[src/rtl/uart_rx_pkg.sv]
package uart_rx_pkg;

    localparam int DATA_W = 8;

    typedef enum logic [2:0] {
        RX_IDLE,
        RX_START,
        RX_DATA,
        RX_PAR,
        RX_STOP,
        RX_RESYNC,
        RX_BRKCHK,
        RX_BRKHOLD
    } rx_state_e;

    typedef struct packed {
        logic [DATA_W-1:0] data;
        logic              pe;
        logic              fe;
        logic              bi;
    } rx_char_t;

    function automatic logic [3:0] word_bits(input logic [1:0] wl);
        return 4'd5 + {2'b00, wl};
    endfunction

    function automatic logic parity_on(input logic [1:0] pm);
        return (pm == 2'b01) || (pm == 2'b10);
    endfunction

    // value the parity bit should carry given the xor of the data bits
    function automatic logic parity_expect(input logic [1:0] pm, input logic ones);
        return (pm == 2'b01) ? ~ones : ones;
    endfunction

    function automatic int unsigned frame_bits(input logic [1:0] wl,
                                               input logic [1:0] pm,
                                               input logic       two_stop);
        return 32'd1 + 32'(word_bits(wl)) + 32'(parity_on(pm)) + (two_stop ? 32'd2 : 32'd1);
    endfunction

endpackage

[src/rtl/uart_rx_runlen.sv]
module uart_rx_runlen #(
    parameter int OSR   = 16,
    parameter int RUN_W = 8
) (
    input  logic             clk,
    input  logic             rst,
    input  logic             tick_i,
    input  logic             rxd_i,
    output logic [RUN_W-1:0] low_run_o,
    output logic             half_high_o
);
    localparam int HALF = OSR / 2;
    localparam int HW   = $clog2(HALF + 1);
    localparam logic [RUN_W-1:0] LOW_MAX  = '1;
    localparam logic [HW-1:0]    HIGH_SAT = HW'(HALF);
    localparam logic [HW-1:0]    HIGH_TRG = HW'(HALF - 1);

    logic [RUN_W-1:0] low_q;
    logic [HW-1:0]    high_q;

    always_ff @(posedge clk) begin
        if (rst) begin
            low_q  <= '0;
            high_q <= '0;
        end else if (tick_i) begin
            if (rxd_i) begin
                low_q <= '0;
                if (high_q != HIGH_SAT) high_q <= high_q + 1'b1;
            end else begin
                high_q <= '0;
                if (low_q != LOW_MAX) low_q <= low_q + 1'b1;
            end
        end
    end

    assign low_run_o   = low_q;
    assign half_high_o = tick_i && rxd_i && (high_q == HIGH_TRG);

endmodule

[src/rtl/uart_rx_deser.sv]
module uart_rx_deser #(
    parameter int DATA_W = 8,
    parameter int NB_W   = 4
) (
    input  logic              clk,
    input  logic              rst,
    input  logic              clear_i,
    input  logic              shift_i,
    input  logic              bit_i,
    input  logic [NB_W-1:0]   nbits_i,
    output logic [DATA_W-1:0] data_o,
    output logic              ones_o
);
    logic [DATA_W-1:0] sh_q;
    logic [NB_W-1:0]   shamt;

    always_ff @(posedge clk) begin
        if (rst || clear_i) sh_q <= '0;
        else if (shift_i)   sh_q <= {bit_i, sh_q[DATA_W-1:1]};
    end

    assign shamt  = NB_W'(DATA_W) - nbits_i;
    assign data_o = sh_q >> shamt;
    assign ones_o = ^data_o;

endmodule

[src/rtl/uart_rx_framer.sv]
module uart_rx_framer
    import uart_rx_pkg::*;
#(
    parameter int OSR = 16
) (
    input  logic              clk,
    input  logic              rst,
    input  logic              rxd_i,
    input  logic              tick_i,
    input  logic [1:0]        wlen_i,
    input  logic [1:0]        par_mode_i,
    input  logic              stop2_i,
    output logic              char_valid_o,
    output logic [DATA_W-1:0] char_data_o,
    output logic              char_pe_o,
    output logic              char_fe_o,
    output logic              char_bi_o
);
    localparam int CNT_W = $clog2(OSR);
    localparam int RUN_W = $clog2(12 * OSR + 2);
    localparam int NB_W  = 4;
    localparam logic [CNT_W-1:0] MID  = CNT_W'(OSR / 2 - 1);
    localparam logic [CNT_W-1:0] LAST = CNT_W'(OSR - 1);

    rx_state_e        state_q;
    logic [CNT_W-1:0] cnt_q;
    logic [NB_W-1:0]  bit_idx_q;
    logic             par_q;
    rx_char_t         out_q;
    logic             valid_q;

    logic [NB_W-1:0]   nbits;
    logic              par_en;
    logic [RUN_W-1:0]  char_ticks;
    logic [RUN_W-1:0]  low_run;
    logic              half_high;
    logic              sample_pt;
    logic [DATA_W-1:0] rx_data;
    logic              rx_ones;
    logic              frame_zero;
    logic              pe_now;
    logic              shift_en;
    logic              clear_en;

    assign nbits      = word_bits(wlen_i);
    assign par_en     = parity_on(par_mode_i);
    assign char_ticks = RUN_W'(frame_bits(wlen_i, par_mode_i, stop2_i) * OSR);
    assign sample_pt  = tick_i && (cnt_q == LAST);
    assign frame_zero = (rx_data == '0) && (!par_en || !par_q);
    assign pe_now     = par_en && (par_q != parity_expect(par_mode_i, rx_ones));
    assign shift_en   = sample_pt && (state_q == RX_DATA);
    assign clear_en   = tick_i && !rxd_i &&
                        (((state_q == RX_START) && (cnt_q == MID)) || (state_q == RX_RESYNC));

    uart_rx_runlen #(.OSR(OSR), .RUN_W(RUN_W)) runlen_i (
        .clk         (clk),
        .rst         (rst),
        .tick_i      (tick_i),
        .rxd_i       (rxd_i),
        .low_run_o   (low_run),
        .half_high_o (half_high)
    );

    uart_rx_deser #(.DATA_W(DATA_W), .NB_W(NB_W)) deser_i (
        .clk     (clk),
        .rst     (rst),
        .clear_i (clear_en),
        .shift_i (shift_en),
        .bit_i   (rxd_i),
        .nbits_i (nbits),
        .data_o  (rx_data),
        .ones_o  (rx_ones)
    );

    always_ff @(posedge clk) begin
        if (rst) begin
            state_q   <= RX_IDLE;
            cnt_q     <= '0;
            bit_idx_q <= '0;
            par_q     <= 1'b0;
            out_q     <= '0;
            valid_q   <= 1'b0;
        end else begin
            valid_q <= 1'b0;
            out_q   <= '0;
            if (tick_i) begin
                case (state_q)
                    RX_IDLE: begin
                        if (!rxd_i) begin
                            state_q <= RX_START;
                            cnt_q   <= '0;
                        end
                    end
                    RX_START: begin
                        if (cnt_q == MID) begin
                            cnt_q     <= '0;
                            bit_idx_q <= '0;
                            state_q   <= rxd_i ? RX_IDLE : RX_DATA;
                        end else begin
                            cnt_q <= cnt_q + 1'b1;
                        end
                    end
                    RX_DATA: begin
                        if (cnt_q == LAST) begin
                            cnt_q     <= '0;
                            bit_idx_q <= bit_idx_q + 1'b1;
                            if (bit_idx_q == nbits - 1'b1)
                                state_q <= par_en ? RX_PAR : RX_STOP;
                        end else begin
                            cnt_q <= cnt_q + 1'b1;
                        end
                    end
                    RX_PAR: begin
                        if (cnt_q == LAST) begin
                            cnt_q   <= '0;
                            par_q   <= rxd_i;
                            state_q <= RX_STOP;
                        end else begin
                            cnt_q <= cnt_q + 1'b1;
                        end
                    end
                    RX_STOP: begin
                        if (cnt_q == LAST) begin
                            cnt_q <= '0;
                            if (rxd_i) begin
                                valid_q <= 1'b1;
                                out_q   <= '{data: rx_data, pe: pe_now, fe: 1'b0, bi: 1'b0};
                                state_q <= RX_IDLE;
                            end else if (frame_zero) begin
                                state_q <= RX_BRKCHK;
                            end else begin
                                valid_q <= 1'b1;
                                out_q   <= '{data: rx_data, pe: pe_now, fe: 1'b1, bi: 1'b0};
                                state_q <= RX_RESYNC;
                            end
                        end else begin
                            cnt_q <= cnt_q + 1'b1;
                        end
                    end
                    RX_RESYNC: begin
                        if (!rxd_i) begin
                            state_q   <= RX_DATA;
                            cnt_q     <= CNT_W'(1);
                            bit_idx_q <= '0;
                        end else begin
                            state_q <= RX_IDLE;
                        end
                    end
                    RX_BRKCHK: begin
                        if (rxd_i) begin
                            valid_q <= 1'b1;
                            out_q   <= '{data: '0, pe: pe_now, fe: 1'b1, bi: 1'b0};
                            state_q <= RX_IDLE;
                        end else if (low_run >= char_ticks) begin
                            valid_q <= 1'b1;
                            out_q   <= '{data: '0, pe: 1'b0, fe: 1'b1, bi: 1'b1};
                            state_q <= RX_BRKHOLD;
                        end
                    end
                    RX_BRKHOLD: begin
                        if (half_high) state_q <= RX_IDLE;
                    end
                    default: state_q <= RX_IDLE;
                endcase
            end
        end
    end

    assign char_valid_o = valid_q;
    assign char_data_o  = out_q.data;
    assign char_pe_o    = out_q.pe;
    assign char_fe_o    = out_q.fe;
    assign char_bi_o    = out_q.bi;

endmodule

[config.mk]
export PLATFORM = sky130hd
export DESIGN_NAME = uart_rx_framer
export DESIGN_NICKNAME = d
export VERILOG_FILES = /design/src/rtl/uart_rx_pkg.sv /design/src/rtl/uart_rx_runlen.sv /design/src/rtl/uart_rx_deser.sv /design/src/rtl/uart_rx_framer.sv
export SDC_FILE = /design/constraint.sdc
export NUM_CORES = 1
export LEC_CHECK = 0
export BUFFER_PORTS_ARGS = -buffer_cell sky130_fd_sc_hd__buf_4
export CAP_MARGIN = 10
export CORE_ASPECT_RATIO = 0.8
export CORE_UTILIZATION = 40
export CTS_BUF_LIST = sky130_fd_sc_hd__clkbuf_8
export CTS_CLUSTER_SIZE = 10
export DETAILED_ROUTE_END_ITERATION = 10
export PLACE_DENSITY_LB_ADDON = 0.08
export SKIP_CTS_REPAIR_TIMING = 1
export SLEW_MARGIN = 10
export SYNTH_ARGS = -nofsm -noshare
export SYNTH_HDL_FRONTEND = slang
export SYNTH_SLANG_ARGS = --single-unit
[constraint.sdc]
create_clock -name clk -period 4.9 [get_ports clk]
set_input_delay 0.735 -clock clk [delete_from_list [all_inputs] [get_ports clk]]
set_output_delay 0.735 -clock clk [all_outputs]
set_load 0.05 [all_outputs]
==> results.txt <==
----------------------------------------------------
[Outcome]
  Run status ... completed

[Drt]
  Number of optimization iterations in the first detailed-route pass ... 4
  Remaining routing DRC violations ... 0
  Post-detailed-route count of antenna-violating nets ... 0
  Number of vias after detailed routing ... 2229
  Sum of routed wire length over all layers ... 5.73 mm
  Vias per Instance ... 5.27
  Drt first-iter violations ... 108
  Avg WL per Cell ... 13.6 um

[Synthesis]
  Seq/Total Area, Yosys ... 0.321
  Syn avg cell area ... 8.46 um2
  Unique masters post-synth ... 51
  Count of flip-flops with a built-in enable after synthesis ... 0
  Warnings, synthesis ... 0
  Post-synthesis async set-or-reset flop share ... 0
  Synthesized net count ... 357
  Predominant post-synthesis flop cell ... dfxtp_1
  Synthesized netlist cell count ... 324
  Post-synthesis instance area ... 2740 um2
  Total of flip-flops plus latches after synthesis ... 44

[Global routing]
  Via count of the first global-routing pass ... 1983
  GR Overflow Total ... 0
  First-pass GRT wire length ... 9.66 mm
  Largest net degree at the start of global routing ... 23
  GRT Overall Usage ... 0.168
  Number of antenna violations at the first check in global routing ... 0

[CTS]
  Sink count of the clock tree ... 44
  TritonCTS clock tree ... done
  Maximum count of clock buffers along a single path ... 2
  Inserted Clock Buffers ... 5
  Clk Latency, worst-skew pair ... 290 ps
  Clock-pin transition on the worst setup and hold timing paths ... 80 ps
  Root Buffer Master ... clkbuf_8
  H-Tree Depth ... 2

[Worst setup path]
  Number of cell instances on the worst register-to-register path ... 10
  Destination of the worst register-to-register timing path ... char_data_o[5]
  Max stage delay on crit path ... 630 ps
  Nature of the critical path endpoint ... flop
  Critical Path Most Common Cell ... ha_1
  CP max FO ... 6
  Startpoint types ... input pin
  CP cell instances ... buf_4 > ha_1 > ha_1 > inv_1 > ha_1 > inv_1 > fa_1 > xnor2_1 > ha_1 > nand4_1 > or4b_2 > nand3_1 > o22ai_1 > nor4b_1 > nor3_1
  Crit path capture ... state_q[2]
  Master of the slowest instance on the critical path ... or4b_2
  Critical path origin ... par_mode_i[0]
  Critical path class ... in -> reg
  Launching point of the worst reg2reg path ... deser_i.sh_q[7]
  Crit path DAT ... 3940 ps
  Register-to-Register Setup Slack ... 2300 ps
  Data required, critical path ... 5080 ps

[STA]
  Fin Setup TNS ... 0 ps
  Upper clock frequency limit ... 266 MHz
  Hold Violations, Final ... 0
  Final Setup Violations ... 0
  Headroom to the max-slew limit ... 0.578
  Setup WS post-layout ... 1140 ps
  Final worst path period share ... 0.767
  Actual transition at the worst max-transition pin ... 632 ps
  Count of pins over their slew limit ... 0
  Period minus WS final ... 3760 ps
  RSZ-0062 raised after global routing ... no
  Final setup skew ... 5.29 ps

[Power]
  Proportion of power drawn by flip-flops and latches ... 0.461
  Power dissipated by switching net loads ... 0.000321 W
  Static power due to leakage ... 1.16 nW
  Portion of total power attributed to combinational logic ... 0.282
  Worst ir drop on vdd ... 0.112 mV
  Internal power summed over all cells ... 0.000590 W
  Power share of the clock group ... 0.257
  Power Density ... 302 nW/um2
  Sw frac ... 0.352

[Placed design]
  Placed Cells incl. Taps ... 415
  Number of port buffers ... 20
  Cell area reported after detailed placement ... 2920 um2
  Routability cong. ... 0.796
  Pre-CTS worst setup slack ... 823 ps
  DPL Wire Length ... 4.20 mm

[Min path]
  Worst hold path type ... reg -> reg

[Layout]
  Summed area of non-filler cells in the final layout ... 3010 um2
  Layout cell share with drive strength beyond 1 ... 0.109
  Sequential Area ... 881 um2
  Layout fillers ... 658
  Count of placed standard cells in the final layout, fillers left out ... 423
  Most frequent cells in the layout ... 47 x nor2_1, 44 x dfxtp_1, 23 x inv_1, 23 x nand2_1, 22 x ha_1
  Diode count ... 0
  Net total in the final layout ... 371
  Total area of multi-input combinational cells ... 1710 um2
  Area Overhead vs Synth ... 10.0%
  Most common library cell in the layout ignoring fill and taps ... nor2_1

[Flow run]
  Number of violations of the max-capacitance limit ... 0

[Die]
  Core outline area ... 6510 um2
  Site row count ... 26
  Vertical die dimension ... 76.0 um
  Area enclosed by the die boundary ... 7190 um2
  Initial Util ... 0.421
  Boundary pin count ... 21
  Horizontal extent of the die ... 94.5 um

----------------------------------------------------
-- through the flow --
| step | hold WS [ps] | total power, W | util |
|---|---|---|---|
| floorplan | 455 | 0.000628 | - |
| global placement | 472 | 0.000685 | 0.449 |
| detailed placement | 483 | 0.000685 | 0.449 |
| CTS | 505 | 0.000922 | 0.463 |
| global route | 550 | 0.000977 | 0.463 |
| finish | 499 | 0.000911 | 0.463 |
-- metal layers --
layer | track usage | part of all wire | wire (um)
met1 | 0.273 | 0.55 | 3150
met2 | 0.221 | 0.40 | 2290
met3 | 0.0349 | 0.044 | 254
met4 | 0.0409 | 0.0070 | 40
met5 | 0 | 0 | 0
-- cell type report --
type	count	area share
tap	84	0.0349
clock buffer	6	0.0274
sequential	44	0.292
inverter	21	0.0262
multi-input combinational	246	0.567
clock inverter	2	0.00249
timing repair buffer	20	0.0498
-- cell families (layout without fill, tap and decap cells) --
| family | after synthesis | in the layout | share of synthesized area |
|---|---|---|---|
| mux | 20 | 20 | 0.0963 |
| compound gates | 54 | 54 | 0.121 |
| simple gates | 133 | 133 | 0.241 |
| fa+ha+maj | 24 | 24 | 0.115 |
| xor+xnor | 15 | 15 | 0.0507 |
| flops | 44 | 44 | 0.321 |
| buf+inv | 34 | 49 | 0.0548 |
-- power groups by stage --
stage	logic, W	clock network [W]	registers, W
floorplan	0.000228	0	0.000400
global placement	0.000256	0	0.000429
detailed placement	0.000257	0	0.000429
CTS	0.000258	0.000244	0.000420
global route	0.000290	0.000260	0.000428
finish	0.000257	0.000235	0.000420
-- worst max-delay path, delay by kind of cell --
family	cells	cell delay, ps
fa+ha+maj	5	1490
buf+inv	3	230
xor+xnor	1	140
simple gates	5	1220
compound gates	1	140
-- synthesized netlist by cell type, types with 2 or more instances --
| cell type | n | area share |
|---|---|---|
| nor2_1 | 47 | 0.064 |
| dfxtp_1 | 44 | 0.32 |
| nand2_1 | 23 | 0.032 |
| ha_1 | 22 | 0.10 |
| inv_1 | 21 | 0.029 |
| a21oi_1 | 17 | 0.031 |
| o21ai_0 | 17 | 0.031 |
| mux2i_1 | 14 | 0.051 |
| nand3_1 | 13 | 0.024 |
| nor2b_1 | 9 | 0.021 |
| xnor2_1 | 9 | 0.029 |
| nor3_1 | 7 | 0.013 |
| buf_2 | 6 | 0.011 |
| nand4_1 | 6 | 0.014 |
| or3_1 | 6 | 0.014 |
| mux4_2 | 5 | 0.041 |
| nand2b_1 | 5 | 0.011 |
| xor2_1 | 5 | 0.016 |
| clkbuf_1 | 3 | 0.0041 |
| nor4b_1 | 3 | 0.0096 |
| or4_1 | 3 | 0.0082 |
| a211oi_1 | 2 | 0.0055 |
| a22oi_1 | 2 | 0.0055 |
| a31oi_1 | 2 | 0.0046 |
| and4_1 | 2 | 0.0064 |
| buf_1 | 2 | 0.0027 |
| buf_6 | 2 | 0.0082 |
| fa_1 | 2 | 0.015 |
| o211ai_1 | 2 | 0.0055 |
| o21a_1 | 2 | 0.0055 |
-- flip-flops by register name (all words and copies together), names as in the netlist --
register	count
state_q	3
char_pe_o	1
runlen_i.low_run_o	8
deser_i.sh_q	8
par_q	1
cnt_q	4
runlen_i.high_q	4
char_data_o	8
bit_idx_q	4
char_fe_o	1
char_bi_o	1
char_valid_o	1
-- worst min path at each step --
stage,from,end,slack [ps],cells after the start
after floorplan,deser_i.sh_q[0],deser_i.sh_q[0],450,2
after global placement,deser_i.sh_q[0],deser_i.sh_q[0],470,2
after detailed placement,deser_i.sh_q[0],deser_i.sh_q[0],480,2
after CTS,deser_i.sh_q[0],deser_i.sh_q[0],500,2
after global routing,runlen_i.low_run_o[5],runlen_i.low_run_o[5],550,2
final,deser_i.sh_q[0],deser_i.sh_q[0],500,2
Note: power is estimated with default switching activity, not from simulation.
